$ cat src/rtl/spiSlvPkg.sv
package spiSlvPkg;
  localparam int BYTE_W = 8;
  localparam int ADDR_W = BYTE_W - 1;
  localparam int CNT_W  = $clog2(BYTE_W);

  typedef enum logic [2:0] {
    ST_IDLE,
    ST_HDR,
    ST_WRITE,
    ST_READ,
    ST_MUTE
  } portState_t;

  // Strobes sent from control to datapath, one set per system clock
  typedef struct packed {
    logic dataBit;    // synchronized host data bit
    logic shiftIn;    // take dataBit into the input shifter
    logic pushRx;     // completed write byte ready
    logic loadTx;     // start of an outgoing byte (falling edge)
    logic shiftOut;   // next outgoing bit (falling edge)
    logic byteStart;  // first bit of an outgoing byte sampled by host
    logic csRise;     // deselect seen
    logic sclkFall;   // falling clock edge while selected
    logic idle;       // port deselected
    logic drive;      // drive the data output
  } spiStrobes_t;
endpackage

$ cat src/rtl/spiByteFifo.sv
module spiByteFifo #(
  parameter int DEPTH = 16,
  parameter int WIDTH = 8,
  localparam int AW = (DEPTH > 1) ? $clog2(DEPTH) : 1,
  localparam int CW = $clog2(DEPTH + 1)
) (
  input  logic             clk,
  input  logic             rstN,
  input  logic             push,
  input  logic [WIDTH-1:0] wrData,
  input  logic             pop,
  output logic [WIDTH-1:0] rdData,
  output logic [CW-1:0]    count
);
  localparam logic [AW-1:0] LAST_PTR = AW'(DEPTH - 1);
  localparam logic [CW-1:0] FULL_LVL = CW'(DEPTH);

  logic [WIDTH-1:0] mem [DEPTH];
  logic [AW-1:0]    wrPtr, rdPtr;
  logic             pushOk, popOk;

  assign pushOk = push && (count != FULL_LVL);
  assign popOk  = pop && (count != '0);
  assign rdData = mem[rdPtr];

  always_ff @(posedge clk) begin
    if (pushOk) mem[wrPtr] <= wrData;
  end

  always_ff @(posedge clk or negedge rstN) begin
    if (!rstN) begin
      wrPtr <= '0;
      rdPtr <= '0;
      count <= '0;
    end else begin
      if (pushOk) wrPtr <= (wrPtr == LAST_PTR) ? '0 : wrPtr + 1'b1;
      if (popOk)  rdPtr <= (rdPtr == LAST_PTR) ? '0 : rdPtr + 1'b1;
      case ({pushOk, popOk})
        2'b10:   count <= count + 1'b1;
        2'b01:   count <= count - 1'b1;
        default: count <= count;
      endcase
    end
  end


  fifo_bound_chk: assert property (@(posedge clk) disable iff (!rstN)
    count <= FULL_LVL);

  full_hold_chk: assert property (@(posedge clk) disable iff (!rstN)
    (count == FULL_LVL && !pop) |=> count == FULL_LVL);
endmodule

$ cat src/rtl/spiPortCtrl.sv
module spiPortCtrl
  import spiSlvPkg::*;
#(
  parameter int SYNC_STAGES = 2
) (
  input  logic              clk,
  input  logic              rstN,
  input  logic              sclkPin,
  input  logic              csNPin,
  input  logic              mosiPin,
  input  logic [ADDR_W-1:0] devAddr,
  input  logic [BYTE_W-1:0] inByte,
  output spiStrobes_t       strobes
);
  localparam logic [CNT_W-1:0] LAST_BIT = CNT_W'(BYTE_W - 1);

  logic [SYNC_STAGES-1:0] sclkPipe, csPipe, mosiPipe;
  logic sclkS, csS, mosiS, sclkPrev, csPrev;
  logic riseW, fallW, csRiseW, csFallW;
  portState_t state;
  logic [CNT_W-1:0] bitCnt;

  generate
    if (SYNC_STAGES > 1) begin : gMulti
      always_ff @(posedge clk or negedge rstN) begin
        if (!rstN) begin
          sclkPipe <= '0;
          csPipe   <= '1;
          mosiPipe <= '0;
        end else begin
          sclkPipe <= {sclkPipe[SYNC_STAGES-2:0], sclkPin};
          csPipe   <= {csPipe[SYNC_STAGES-2:0], csNPin};
          mosiPipe <= {mosiPipe[SYNC_STAGES-2:0], mosiPin};
        end
      end
    end else begin : gSingle
      always_ff @(posedge clk or negedge rstN) begin
        if (!rstN) begin
          sclkPipe <= '0;
          csPipe   <= '1;
          mosiPipe <= '0;
        end else begin
          sclkPipe <= sclkPin;
          csPipe   <= csNPin;
          mosiPipe <= mosiPin;
        end
      end
    end
  endgenerate

  assign sclkS = sclkPipe[SYNC_STAGES-1];
  assign csS   = csPipe[SYNC_STAGES-1];
  assign mosiS = mosiPipe[SYNC_STAGES-1];

  always_ff @(posedge clk or negedge rstN) begin
    if (!rstN) begin
      sclkPrev <= 1'b0;
      csPrev   <= 1'b1;
    end else begin
      sclkPrev <= sclkS;
      csPrev   <= csS;
    end
  end

  assign riseW   = sclkS && !sclkPrev;
  assign fallW   = !sclkS && sclkPrev;
  assign csRiseW = csS && !csPrev;
  assign csFallW = !csS && csPrev;

  always_ff @(posedge clk or negedge rstN) begin
    if (!rstN) begin
      state  <= ST_IDLE;
      bitCnt <= '0;
    end else if (csS) begin
      state  <= ST_IDLE;
      bitCnt <= '0;
    end else if (csFallW) begin
      state  <= ST_HDR;
      bitCnt <= '0;
    end else if (riseW && (state == ST_HDR || state == ST_WRITE || state == ST_READ)) begin
      bitCnt <= bitCnt + 1'b1;
      if (state == ST_HDR && bitCnt == LAST_BIT) begin
        if (inByte[BYTE_W-1:1] != devAddr) state <= ST_MUTE;
        else if (inByte[0])                 state <= ST_READ;
        else                                state <= ST_WRITE;
      end
    end
  end

  always_comb begin
    strobes           = '0;
    strobes.dataBit   = mosiS;
    strobes.shiftIn   = riseW && !csS && (state == ST_HDR || state == ST_WRITE);
    strobes.pushRx    = riseW && !csS && state == ST_WRITE && bitCnt == LAST_BIT;
    strobes.byteStart = riseW && !csS && state == ST_READ && bitCnt == '0;
    strobes.loadTx    = fallW && !csS && state == ST_READ && bitCnt == '0;
    strobes.shiftOut  = fallW && !csS && state == ST_READ && bitCnt != '0;
    strobes.csRise    = csRiseW;
    strobes.sclkFall  = fallW && !csS;
    strobes.idle      = csS;
    strobes.drive     = (state == ST_READ);
  end


  partial_drop_chk: assert property (@(posedge clk) disable iff (!rstN)
    csRiseW |=> (bitCnt == '0 && state == ST_IDLE));

  mute_hold_chk: assert property (@(posedge clk) disable iff (!rstN)
    (state == ST_MUTE && !csS) |=> state == ST_MUTE);
endmodule

$ cat src/rtl/spiPortDatapath.sv
module spiPortDatapath
  import spiSlvPkg::*;
#(
  parameter int RX_DEPTH      = 16,
  parameter int TX_DEPTH      = 8,
  parameter int BUSY_ON_FREE  = 1,
  parameter int BUSY_OFF_FREE = 4,
  localparam int RCW = $clog2(RX_DEPTH + 1),
  localparam int TCW = $clog2(TX_DEPTH + 1)
) (
  input  logic              clk,
  input  logic              rstN,
  input  spiStrobes_t       strobes,
  output logic [BYTE_W-1:0] inByte,
  output logic              miso,
  output logic              misoOe,
  output logic              busy,
  output logic              irq,
  output logic [BYTE_W-1:0] rxData,
  output logic              rxValid,
  input  logic              rxPop,
  input  logic [BYTE_W-1:0] txData,
  input  logic              txPush,
  output logic              txFull
);
  localparam logic [RCW-1:0] RX_FULL_LVL = RCW'(RX_DEPTH);
  localparam logic [RCW-1:0] BUSY_ON_LVL = RCW'(RX_DEPTH - BUSY_ON_FREE);
  localparam logic [RCW-1:0] BUSY_OFF_LVL = RCW'(RX_DEPTH - BUSY_OFF_FREE);
  localparam logic [TCW-1:0] TX_FULL_LVL = TCW'(TX_DEPTH);

  logic [BYTE_W-2:0] inShift;
  logic [BYTE_W-1:0] outShift, txHead, txByte;
  logic [RCW-1:0]    rxCount;
  logic [TCW-1:0]    txCount;
  logic rxPushOk, txPushOk, txEmpty, txPopW;
  logic misoReg, fromFifo, irqPending, irqApply;

  assign inByte   = {inShift, strobes.dataBit};
  assign rxPushOk = strobes.pushRx && (rxCount != RX_FULL_LVL);
  assign txFull   = (txCount == TX_FULL_LVL);
  assign txEmpty  = (txCount == '0);
  assign txPushOk = txPush && !txFull;
  assign txPopW   = strobes.byteStart && fromFifo;
  assign txByte   = txEmpty ? '0 : txHead;
  assign rxValid  = (rxCount != '0);

  spiByteFifo #(.DEPTH(RX_DEPTH), .WIDTH(BYTE_W)) rxFifo_i (
    .clk(clk), .rstN(rstN), .push(rxPushOk), .wrData(inByte),
    .pop(rxPop), .rdData(rxData), .count(rxCount));

  spiByteFifo #(.DEPTH(TX_DEPTH), .WIDTH(BYTE_W)) txFifo_i (
    .clk(clk), .rstN(rstN), .push(txPushOk), .wrData(txData),
    .pop(txPopW), .rdData(txHead), .count(txCount));

  always_ff @(posedge clk or negedge rstN) begin
    if (!rstN)                inShift <= '0;
    else if (strobes.shiftIn) inShift <= inByte[BYTE_W-2:0];
  end

  always_ff @(posedge clk or negedge rstN) begin
    if (!rstN) begin
      misoReg  <= 1'b0;
      outShift <= '0;
      fromFifo <= 1'b0;
    end else if (strobes.csRise) begin
      misoReg  <= 1'b0;
      outShift <= '0;
      fromFifo <= 1'b0;
    end else if (strobes.loadTx) begin
      misoReg  <= txByte[BYTE_W-1];
      outShift <= {txByte[BYTE_W-2:0], 1'b0};
      fromFifo <= !txEmpty;
    end else begin
      if (strobes.shiftOut) begin
        misoReg  <= outShift[BYTE_W-1];
        outShift <= {outShift[BYTE_W-2:0], 1'b0};
      end
      if (txPopW) fromFifo <= 1'b0;
    end
  end

  assign miso   = misoReg;
  assign misoOe = strobes.drive;

  always_ff @(posedge clk or negedge rstN) begin
    if (!rstN)                        busy <= 1'b0;
    else if (rxCount >= BUSY_ON_LVL)  busy <= 1'b1;
    else if (rxCount <= BUSY_OFF_LVL) busy <= 1'b0;
  end

  assign irqApply = irqPending && !strobes.csRise && (strobes.sclkFall || strobes.idle);

  always_ff @(posedge clk or negedge rstN) begin
    if (!rstN) begin
      irqPending <= 1'b0;
      irq        <= 1'b0;
    end else begin
      irqPending <= txPushOk || (irqPending && !irqApply);
      if (strobes.csRise) irq <= 1'b0;
      else if (irqApply)  irq <= 1'b1;
    end
  end


  busy_on_chk: assert property (@(posedge clk) disable iff (!rstN)
    (rxCount >= BUSY_ON_LVL) |=> busy);

  busy_off_chk: assert property (@(posedge clk) disable iff (!rstN)
    (rxCount <= BUSY_OFF_LVL) |=> !busy);

  irq_release_chk: assert property (@(posedge clk) disable iff (!rstN)
    strobes.csRise |=> !irq);

  hiz_idle_chk: assert property (@(posedge clk) disable iff (!rstN)
    strobes.idle |=> !misoOe);

  no_overflow_chk: assert property (@(posedge clk) disable iff (!rstN)
    (strobes.pushRx && rxCount == RX_FULL_LVL && !rxPop) |=> rxCount == RX_FULL_LVL);
endmodule

$ cat src/rtl/hostSpiPort.sv
module hostSpiPort
  import spiSlvPkg::*;
#(
  parameter int RX_DEPTH      = 16,
  parameter int TX_DEPTH      = 8,
  parameter int BUSY_ON_FREE  = 1,
  parameter int BUSY_OFF_FREE = 4,
  parameter int SYNC_STAGES   = 2
) (
  input  logic        clk,
  input  logic        rstN,
  input  logic [6:0]  devAddr,
  input  logic        sclk,
  input  logic        csN,
  input  logic        mosi,
  output logic        miso,
  output logic        misoOe,
  output logic        busy,
  output logic        irq,
  output logic [7:0]  rxData,
  output logic        rxValid,
  input  logic        rxPop,
  input  logic [7:0]  txData,
  input  logic        txPush,
  output logic        txFull
);
  spiStrobes_t       strobes;
  logic [BYTE_W-1:0] inByte;

  spiPortCtrl #(.SYNC_STAGES(SYNC_STAGES)) ctrl_i (
    .clk(clk), .rstN(rstN), .sclkPin(sclk), .csNPin(csN), .mosiPin(mosi),
    .devAddr(devAddr), .inByte(inByte), .strobes(strobes));

  spiPortDatapath #(
    .RX_DEPTH(RX_DEPTH), .TX_DEPTH(TX_DEPTH),
    .BUSY_ON_FREE(BUSY_ON_FREE), .BUSY_OFF_FREE(BUSY_OFF_FREE)
  ) dp_i (
    .clk(clk), .rstN(rstN), .strobes(strobes), .inByte(inByte),
    .miso(miso), .misoOe(misoOe), .busy(busy), .irq(irq),
    .rxData(rxData), .rxValid(rxValid), .rxPop(rxPop),
    .txData(txData), .txPush(txPush), .txFull(txFull));
endmodule

$ cat config.mk
export PLATFORM = sky130hd
export DESIGN_NAME = hostSpiPort
export DESIGN_NICKNAME = d
export VERILOG_FILES = /design/src/rtl/spiSlvPkg.sv /design/src/rtl/spiByteFifo.sv /design/src/rtl/spiPortCtrl.sv /design/src/rtl/spiPortDatapath.sv /design/src/rtl/hostSpiPort.sv
export SDC_FILE = /design/constraint.sdc
export NUM_CORES = 1
export LEC_CHECK = 0
export BUFFER_PORTS_ARGS = -buffer_cell sky130_fd_sc_hd__buf_2
export CELL_PAD_IN_SITES_DETAIL_PLACEMENT = 1
export CELL_PAD_IN_SITES_GLOBAL_PLACEMENT = 1
export CORE_UTILIZATION = 45
export CTS_CLUSTER_DIAMETER = 60
export DETAILED_ROUTE_END_ITERATION = 10
export PLACE_DENSITY_LB_ADDON = 0.1
export REMOVE_ABC_BUFFERS = 1
export SLEW_MARGIN = 30
export SYNTH_ARGS = -nofsm -noshare
export SYNTH_HDL_FRONTEND = slang
export SYNTH_SLANG_ARGS = --single-unit
$ cat constraint.sdc
create_clock -name clk -period 4.2 [get_ports clk]
set_clock_uncertainty 0.1 [all_clocks]
set_input_delay 0.84 -clock clk [delete_from_list [all_inputs] [get_ports clk]]
set_output_delay 0.84 -clock clk [all_outputs]
set_load 0.05 [all_outputs]
==> key figures, run 1 <==
Logic synthesis
  • Syn Area/Cell: 17.65 µm²
  • Synth Flop Type: edfxtp_1
  • Ys async rst share: 0.2258
  • FF+latch count, synth: 248
  • Synthesized cell area: 0.01020 mm²
  • Syn Inst Count: 578
  • EDFF count, synth: 192
  • Sequential-to-total area share from yosys stat: 0.7028
  • Netlist cell types: 56
  • Syn. warnings: 0

Die
  • Starting Density: 0.4632
  • Boundary Pins: 36
  • Die area: 0.02328 mm²
  • Row Count: 54
  • Die span in y: 152.6 µm
  • Core area: 0.02203 mm²
  • Die width: 152.6 µm

Pwr
  • Logic gate share of total power: 0.193
  • LEAKAGE: 0.004085 µW
  • Total Power: 6317 µW
  • PD cells: 550.4 mW/mm²
  • Sequential share of power: 0.472
  • Int Power: 4488 µW
  • VDD IR-drop max: 0.3529 mV
  • Clock share of power: 0.335
  • Switching Fraction: 0.2896
  • NetSw: 1829 µW

Setup path
  • Worst setup path end: rxData[2]
  • Crit-path cells: buf_4 > mux4_2 > a22oi_1 > nand2_1 > buf_2
  • WP buf/inv: 2
  • Setup crit start: dp_i.rxFifo_i.rdPtr[0]$_DFFE_PN0P_
  • Delay-heaviest family, CP: flip-flops
  • CP Class: reg2out
  • Worst r2r src: ctrl_i.bitCnt[0]$_DFFE_PN0P_
  • Reg2Reg Depth: 12
  • Worst EP arrival: 2.61 ns
  • Critical-path top delay cell: dfrtp_2
  • Crit path depth: 5
  • Reg-to-reg slack, setup: 0.96 ns
  • Worst setup EP type: output port
  • Critical Path Max Stage Delay: 0.63 ns
  • Worst Path Max Fanout: 14
  • Reg-to-Reg End: dp_i.rxFifo_i.count[4]$_DFFE_PN0P_
  • CP Launch Type: flop
  • WP data required: 3.26 ns

Placed design
  • GP Congestion: 0.7403
  • Placed Area: 0.01069 mm²
  • DPL Wire Length: 13860 µm
  • Port-buffer cells: 35
  • Pre-CTS setup slack: 0.8842 ns

Detailed routing
  • Antenna Nets Post-Route: 0
  • Avg WL per Cell: 22.90 µm
  • DR DRC count: 3
  • DR pass1 iterations: 7
  • Max Used Layer: met4
  • Met3 WL post-DR: 582 µm
  • Iter 0 DRT Violations: 208
  • Met1 wire length: 8881 µm
  • Drt total wl: 21140 µm
  • Via count: 5117
  • Met2 routed WL: 11360 µm
  • Vias/cell: 5.544

Clock network
  • Clk_lat worst skew: 0.52 ns
  • CTS H-tree lvls: 1
  • Num CTS Buffers: 25
  • Post-CTS sizing: 0
  • Post-CTS Setup Bufs: 0
  • Deepest clock path buffer count: 3
  • Clk root buf: clkbuf_16
  • Clk sink count: 248
  • Clk slew on worst S/H paths: 0.06 ns
  • Hold buffer count at cts: 0
  • CTS tree: yes

Global route
  • First-pass GRT wire length: 33400 µm
  • Congestion Overflow GR: 0
  • Largest net degree at the start of global routing: 35
  • Total GRT Usage: 0.1882
  • Initial antenna violation count: 0
  • Vias in the first global route: 5708

STA
  • Min Clock Period, post-route: 3.545 ns
  • Worst-margin pin slew: 0.9143 ns
  • Worst setup margin: 0.6545 ns
  • Finish-stage setup viols: 0
  • Final hold violation count: 0
  • Final Max Slew Viols: 0
  • Final period util: 0.8442
  • Max Freq: 0.2821 GHz
  • Sum Neg Setup Slack: 0 ns
  • RSZ-0062 raised after global routing: no
  • Slew Limit Headroom: 0.3882

Finish
  • Share of layout cells above drive strength 1: 0.2395
  • Diodes inserted: 0
  • Finished Cell Area: 0.01148 mm²
  • Most common cell after layout, fill and taps aside: edfxtp_1
  • NumNets Final: 666
  • Commonest non-fill, non-tap cells in the layout: 192 x edfxtp_1, 51 x dfrtp_1, 48 x mux4_2
  • Area Overhead vs Synth: 12.47%

Worst hold path
  • HP Class: reg2reg

Outcome
  • Status: complete, but fails checks
  • Failing checks: design-rule violations

Run
  • Max cap viols: 0
[kinds of logic (layout without fill, tap and decap cells)]
kind of cell	count (synthesis)	in the layout	share of synthesized area
compound gates	69	69	0.04623
xor+xnor	19	19	0.01631
fa+ha+maj	21	21	0.02624
buf+inv	41	106	0.01802
flops	248	248	0.7028
mux	72	72	0.1338
simple gates	108	108	0.05665
[worst min path at each step]
stage	from	endpoint	slack, ns	cells past startpoint
after floorplan	ctrl_i.mosiPipe[0]$_DFF_PN0_	ctrl_i.mosiPipe[1]$_DFF_PN0_	0.23	0
after global placement	ctrl_i.sclkPipe[0]$_DFF_PN0_	ctrl_i.sclkPipe[1]$_DFF_PN0_	0.23	0
after detailed placement	ctrl_i.mosiPipe[0]$_DFF_PN0_	ctrl_i.mosiPipe[1]$_DFF_PN0_	0.24	0
after CTS	ctrl_i.sclkPipe[0]$_DFF_PN0_	ctrl_i.sclkPipe[1]$_DFF_PN0_	0.25	0
after global routing	ctrl_i.mosiPipe[0]$_DFF_PN0_	ctrl_i.mosiPipe[1]$_DFF_PN0_	0.26	0
final	ctrl_i.sclkPipe[0]$_DFF_PN0_	ctrl_i.sclkPipe[1]$_DFF_PN0_	0.25	0
[stage by stage]
step           cells  utilization  hold slack (ns)
2_1_floorplan    555            -           0.2312
3_3_place_gp     877       0.4852           0.2325
3_5_place_dp     877       0.4852           0.2410
4_1_cts          923       0.5209           0.2535
5_1_grt          923       0.5210           0.2565
6_report         923       0.5210           0.2505
[state kept, by name (all words and copies together), names as in the netlist, 4 cells and up]
name,count
dp_i.rxFifo_i.rdPtr,4
dp_i.rxFifo_i.count,5
dp_i.txFifo_i.mem,64
dp_i.txFifo_i.count,4
dp_i.outShift,7
dp_i.rxFifo_i.mem,128
dp_i.inShift,7
dp_i.rxFifo_i.wrPtr,4
[cell usage after synthesis (2+ instances only)]
master    instances  area (µm²)
mux2_2            7       78.83
buf_4             2       15.01
a21o_1            2       15.01
or4_1             2       15.01
dfrtp_1          53        1326
clkbuf_1          9       33.78
xor2_1            5       43.79
nand3b_1          2       15.01
buf_1             4       15.01
o311ai_0          2       17.52
ha_1             19       237.7
mux4_2           48        1081
o21a_1            2       15.01
nand2_1          27       101.4
buf_2             5       25.02
nor4_1            2       12.51
buf_6             2       22.52
inv_1            18       67.56
and3_1            2       12.51
a22oi_1          23       172.7
nand2b_1          7       43.79
mux2_4            7       105.1
edfxtp_1        192        5766
nor2_1           19       71.32
nor3_1           10       50.05
dfstp_2           3       78.83
mux2i_1          10       100.1
xnor2_1          14       122.6
nand3_1           6       30.03
nor2b_1           7       43.79
a21oi_1           6       30.03
o21ai_0          22       110.1
nor3b_1           3       22.52
and2_1           14       87.58
[final cells by class]
| class | instances | area [µm²] |
|---|---|---|
| timing repair buffer | 42 | 227.7 |
| clock inverter | 12 | 82.58 |
| tap | 280 | 350.3 |
| fill | 2054 | 10550 |
| multi-input combinational | 289 | 2872 |
| sequential | 248 | 7173 |
| inverter | 18 | 67.56 |
| clock buffer | 34 | 703.2 |
[layer usage]
| layer | track usage | vias to the layer above |
|---|---|---|
| li1 | - | 2360 |
| met1 | 0.2360 | 2676 |
| met2 | 0.3486 | 57 |
| met3 | 0.02332 | 24 |
| met4 | 0.03944 | 0 |
| met5 | 0 | - |
[power groups by stage]
stage / sequential [µW] / combinational [µW] / clock [µW]
after floorplan: 3040 / 823 / 0
after global placement: 3020 / 1210 / 0
after detailed placement: 3030 / 1240 / 0
after CTS: 2980 / 1250 / 2170
after global routing: 3000 / 1320 / 2260
final: 2980 / 1220 / 2120
Note: power is estimated with default switching activity, not from simulation.
==> run 2, diff against run 1 <==
==> constraint.sdc (replaced) <==
create_clock -name clk -period 3.5 [get_ports clk]
set_clock_uncertainty 0.1 [all_clocks]
set_input_delay 0.7 -clock clk [delete_from_list [all_inputs] [get_ports clk]]
set_output_delay 0.7 -clock clk [all_outputs]
set_load 0.05 [all_outputs]
==> key figures, run 2 (synthesis results as in run 1) <==
Finish
  • Area Overhead vs Synth: 13.30%
  • Diodes inserted: 0
  • Most common cell after layout, fill and taps aside: edfxtp_1
  • NumNets Final: 677
  • Reg with most FFs: dp_i.rxFifo_i.mem
  • Share of layout cells above drive strength 1: 0.2385
  • Commonest non-fill, non-tap cells in the layout: 192 x edfxtp_1, 52 x dfrtp_1, 48 x mux4_2
  • Largest register FFs: 128
  • Regs by FF count: dp_i.rxFifo_i.mem (128), dp_i.txFifo_i.mem (64)
  • Finished Cell Area: 0.01156 mm²

Global route
  • Congestion Overflow GR: 0
  • Vias in the first global route: 5810
  • Largest net degree at the start of global routing: 36
  • First-pass GRT wire length: 33110 µm
  • Initial antenna violation count: 0
  • Total GRT Usage: 0.1866

Outcome
  • Status: complete, no violations

Pwr
  • Int Power: 5418 µW
  • NetSw: 2241 µW
  • VDD IR-drop max: 0.3846 mV
  • Switching Fraction: 0.2925
  • Sequential share of power: 0.466
  • LEAKAGE: 0.004139 µW
  • PD cells: 662.5 mW/mm²
  • Logic gate share of total power: 0.198
  • Total Power: 7659 µW
  • Clock share of power: 0.336

Clock network
  • Num CTS Buffers: 27
  • Deepest clock path buffer count: 3
  • Hold buffer count at cts: 0
  • Post-CTS Setup Bufs: 0
  • Clk_lat worst skew: 0.52 ns
  • Clk root buf: clkbuf_16
  • CTS H-tree lvls: 1
  • Post-CTS sizing: 0
  • Clk slew on worst S/H paths: 0.06 ns
  • CTS tree: yes
  • Clk sink count: 248

Setup path
  • WP buf/inv: 2
  • Crit path depth: 5
  • Delay-heaviest family, CP: flip-flops
  • Worst EP arrival: 2.51 ns
  • Worst Path Max Fanout: 12
  • Critical Path Max Stage Delay: 0.61 ns
  • CP Launch Type: flop
  • WP data required: 2.70 ns
  • CP Class: reg2out
  • Reg2Reg Depth: 10
  • Worst setup EP type: output port
  • Reg-to-reg slack, setup: 0.32 ns
  • Critical-path top delay cell: dfrtp_2
  • Crit-path cells: buf_4 > mux4_2 > a22oi_1 > nand2_1 > buf_2

Placed design
  • DPL Wire Length: 13520 µm
  • GP Congestion: 0.7414
  • Placed Area: 0.01075 mm²
  • Port-buffer cells: 35

Detailed routing
  • DR pass1 iterations: 6
  • DR DRC count: 0
  • Avg WL per Cell: 22.36 µm
  • Via count: 5192
  • Iter 0 DRT Violations: 211
  • Drt total wl: 20890 µm
  • Vias/cell: 5.559
  • Antenna Nets Post-Route: 0

STA
  • Final hold violation count: 0
  • Final period util: 0.9450
  • Max Freq: 0.3024 GHz
  • Slew Limit Headroom: 0.3726
  • Worst-margin pin slew: 0.9376 ns
  • Finish-stage setup viols: 0
  • RSZ-0062 raised after global routing: no
  • Min Clock Period, post-route: 3.307 ns
  • Final Max Slew Viols: 0
  • Sum Neg Setup Slack: 0 ns

Die
  • Boundary Pins: 36
  • Die area: 0.02328 mm²
  • Row Count: 54
  • Core area: 0.02203 mm²
  • Die span in y: 152.6 µm
  • Die width: 152.6 µm
  • Starting Density: 0.4632

Run
  • Max cap viols: 0

Worst hold path
  • HP Class: in2async
## run 2: power groups by stage
stage / Sequential [µW] / Combinational (µW) / Clock, µW
2_1_floorplan: 3650 / 988 / 0
3_3_place_gp: 3610 / 1510 / 0
3_5_place_dp: 3640 / 1530 / 0
4_1_cts: 3580 / 1540 / 2640
5_1_grt: 3600 / 1650 / 2740
6_report: 3570 / 1510 / 2570
## run 2: path summary, 6_finish.rpt
| check | end | start |
|---|---|---|
| worst max-delay path | rxData[3] | dp_i.rxFifo_i.rdPtr[0]$_DFFE_PN0P_ |
| worst min-delay path | dp_i.txFifo_i.count[1]$_DFFE_PN0P_ | rstN |
| worst max register to register | dp_i.rxFifo_i.count[4]$_DFFE_PN0P_ | dp_i.rxFifo_i.count[0]$_DFFE_PN0P_ |
| worst min register to register | ctrl_i.sclkPipe[1]$_DFF_PN0_ | ctrl_i.sclkPipe[0]$_DFF_PN0_ |
| max in group asynchronous | dp_i.rxFifo_i.rdPtr[0]$_DFFE_PN0P_ | rstN |
| min in group clk | ctrl_i.csPipe[0]$_DFF_PN1_ | csN |
## run 2: final cells by class
class                   count  area (µm²)
clock buffers              31       690.7
clock inverters            17       111.4
fillers                  2053       10470
multi-input cells         289        2861
inverters                  18       67.56
flip-flops and latches    248        7172
repair buffers             51       307.8
well taps                 280       350.3
## run 2: per-layer routing
layer | wire [µm] | vias to the layer above | track usage
met5 | 0 | - | 0
met2 | 11280 | 71 | 0.3486
met4 | 410 | 0 | 0.04425
li1 | - | 2380 | -
met1 | 8687 | 2710 | 0.2297
met3 | 510 | 31 | 0.02247
## run 2: per-stage QoR
stage,hold slack [ns],utilization,std cells,worst slack [ns]
3_3_place_gp,0.2372,0.4879,886,0.5209
6_report,0.09657,0.5249,934,0.1926
2_1_floorplan,0.2312,-,555,0.1286
3_5_place_dp,0.2418,0.4879,886,0.2589
5_1_grt,0.1273,0.5249,934,0.005809
4_1_cts,0.1069,0.5243,934,0.08514
==> run 3, diff against run 2 <==
--- a/config.mk
+++ b/config.mk
@@ -9,6 +9,7 @@
 export CELL_PAD_IN_SITES_DETAIL_PLACEMENT = 1
 export CELL_PAD_IN_SITES_GLOBAL_PLACEMENT = 1
 export CORE_UTILIZATION = 45
+export CTS_BUF_LIST = sky130_fd_sc_hd__clkbuf_8
 export CTS_CLUSTER_DIAMETER = 60
 export DETAILED_ROUTE_END_ITERATION = 10
 export PLACE_DENSITY_LB_ADDON = 0.1
==> key figures, run 3 (synthesis results as in run 1) <==
Clock network
  • Clk slew on worst S/H paths: 0.06 ns
  • Clk_lat worst skew: 0.54 ns
  • Deepest clock path buffer count: 3
  • Post-CTS Setup Bufs: 0
  • Clk root buf: clkbuf_8
  • Num CTS Buffers: 41
  • Clk sink count: 248
  • CTS tree: yes
  • CTS H-tree lvls: 2

Setup path
  • Critical Path Max Stage Delay: 0.57 ns
  • Reg-to-Reg End: dp_i.rxFifo_i.count[4]$_DFFE_PN0P_
  • Worst r2r src: dp_i.rxFifo_i.count[0]$_DFFE_PN0P_
  • Reg-to-reg slack, setup: 0.25 ns
  • Reg2Reg Depth: 10
  • CP Class: reg2out
  • WP buf/inv: 2
  • WP data required: 2.70 ns
  • Critical-path top delay cell: dfrtp_4
  • Worst setup EP type: output port
  • Worst EP arrival: 2.47 ns
  • CP Launch Type: flop
  • Delay-heaviest family, CP: flip-flops
  • Worst Path Max Fanout: 12
  • Crit-path cells: buf_4 > mux4_2 > a22oi_1 > nand2_1 > buf_2

STA
  • Sum Neg Setup Slack: 0 ns
  • Worst-margin pin slew: 0.9265 ns
  • Final period util: 0.9353
  • Finish-stage setup viols: 0
  • Final Max Slew Viols: 0
  • Hold_ws: 0.09438 ns
  • Max Freq: 0.3055 GHz
  • Slew Limit Headroom: 0.3801
  • Worst setup margin: 0.2264 ns
  • Min Clock Period, post-route: 3.274 ns
  • Final hold violation count: 0

Placed design
  • GP Congestion: 0.7414
  • DPL Wire Length: 13520 µm
  • Pre-CTS setup slack: 0.2589 ns
  • Port-buffer cells: 35
  • Placed Area: 0.01075 mm²

Pwr
  • PD cells: 642.6 mW/mm²
  • Clock share of power: 0.311
  • NetSw: 2235 µW
  • Int Power: 5156 µW
  • Logic gate share of total power: 0.205
  • Switching Fraction: 0.3024
  • Total Power: 7392 µW
  • LEAKAGE: 0.004194 µW
  • Sequential share of power: 0.484
  • VDD IR-drop max: 0.3171 mV

Finish
  • Regs by FF count: dp_i.rxFifo_i.mem (128), dp_i.txFifo_i.mem (64)
  • Diodes inserted: 0
  • FILL cells: 2096
  • Area Overhead vs Synth: 12.74%
  • Most common cell after layout, fill and taps aside: edfxtp_1
  • Share of layout cells above drive strength 1: 0.2526
  • Largest register FFs: 128
  • Footprint of the multi-input gates: 0.002861 mm²
  • Sequential Area: 0.007174 mm²
  • Finished Cell Area: 0.01150 mm²
  • NumNets Final: 691
  • Commonest non-fill, non-tap cells in the layout: 192 x edfxtp_1, 52 x dfrtp_1, 48 x mux4_2
  • Reg with most FFs: dp_i.rxFifo_i.mem

Global route
  • Vias in the first global route: 5865
  • Total GRT Usage: 0.1886
  • Initial antenna violation count: 0
  • First-pass GRT wire length: 33190 µm
  • Congestion Overflow GR: 0
  • Largest net degree at the start of global routing: 36

Die
  • Core area: 0.02203 mm²
  • Die width: 152.6 µm
  • Die area: 0.02328 mm²
  • Boundary Pins: 36
  • Starting Density: 0.4632
  • Die span in y: 152.6 µm
  • Row Count: 54

Detailed routing
  • Vias/cell: 5.469
  • Via count: 5234
  • DR pass1 iterations: 6
  • Avg WL per Cell: 21.99 µm
  • Antenna Nets Post-Route: 0
  • Drt total wl: 21040 µm
  • DR DRC count: 0
  • Iter 0 DRT Violations: 275

Run
  • Max cap viols: 0

Worst hold path
  • HP Class: in2async

Outcome
  • Status: complete, no violations
-- run 3: changes by cell type in the layout (fill, tap and decap cells not counted), sizes merged --
cell,before,now
clkbuf,31,47
clkinv,14,5
inv,19,36
bufinv,1,0
-- run 3: worst max path at each step --
stage / endpoint / cells past startpoint / slack [ns] / from
floorplan: rxData[0] / 3 / 0.13 / dp_i.rxFifo_i.rdPtr[0]$_DFFE_PN0P_
global placement: dp_i.rxFifo_i.count[4]$_DFFE_PN0P_ / 11 / 0.52 / ctrl_i.bitCnt[0]$_DFFE_PN0P_
detailed placement: dp_i.rxFifo_i.count[4]$_DFFE_PN0P_ / 9 / 0.26 / dp_i.rxFifo_i.count[0]$_DFFE_PN0P_
CTS: rxData[3] / 5 / 0.06 / dp_i.rxFifo_i.rdPtr[0]$_DFFE_PN0P_
global route: dp_i.rxFifo_i.count[4]$_DFFE_PN0P_ / 10 / -0.03 / dp_i.rxFifo_i.count[1]$_DFFE_PN0P_
finish: rxData[3] / 5 / 0.23 / dp_i.rxFifo_i.rdPtr[0]$_DFFE_PN0P_
-- run 3: metrics by stage --
step	std cells	util
after floorplan	555	-
after global placement	886	0.4879
after detailed placement	886	0.4879
after CTS	957	0.5216
after global routing	957	0.5223
final	957	0.5223
-- run 3: timing repair --
item                       CTS  global route
hold buffers                 0             0
setup endpoints to repair    0             2
gates resized for setup      0             2
-- run 3: area by class of cell --
type,count,share of cell area
well taps,280,0.03045
multi-input cells,289,0.2487
repair buffers,51,0.02676
inverters,18,0.005873
flip-flops and latches,248,0.6237
clock inverters,24,0.008266
clock buffers,47,0.05623
-- run 3: power by group through the flow --
stage               clock network [µW]  registers (µW)  logic, µW
floorplan                            0            3650        988
CTS                               2380            3580       1540
global route                      2490            3610       1640
detailed placement                   0            3640       1530
finish                            2300            3580       1520
global placement                     0            3610       1510
-- run 3: metal layers --
layer	GRT usage	vias up	part of all wire
met2	0.3416	90	0.53
li1	-	2408	-
met4	0.05868	0	0.018
met5	0	-	0
met1	0.2289	2702	0.42
met3	0.03328	34	0.031
-- run 3: worst reg2reg max path, stage by stage, from the launching register on --
cell	delay [ns]
dfrtp_1	0.45
nor4_1	0.68
a2111oi_4	0.17
inv_1	0.10
ha_1	0.34
inv_1	0.14
fa_1	0.47
nor2b_1	0.22
o211ai_1	0.11
o311ai_0	0.11
o311ai_0	0.19
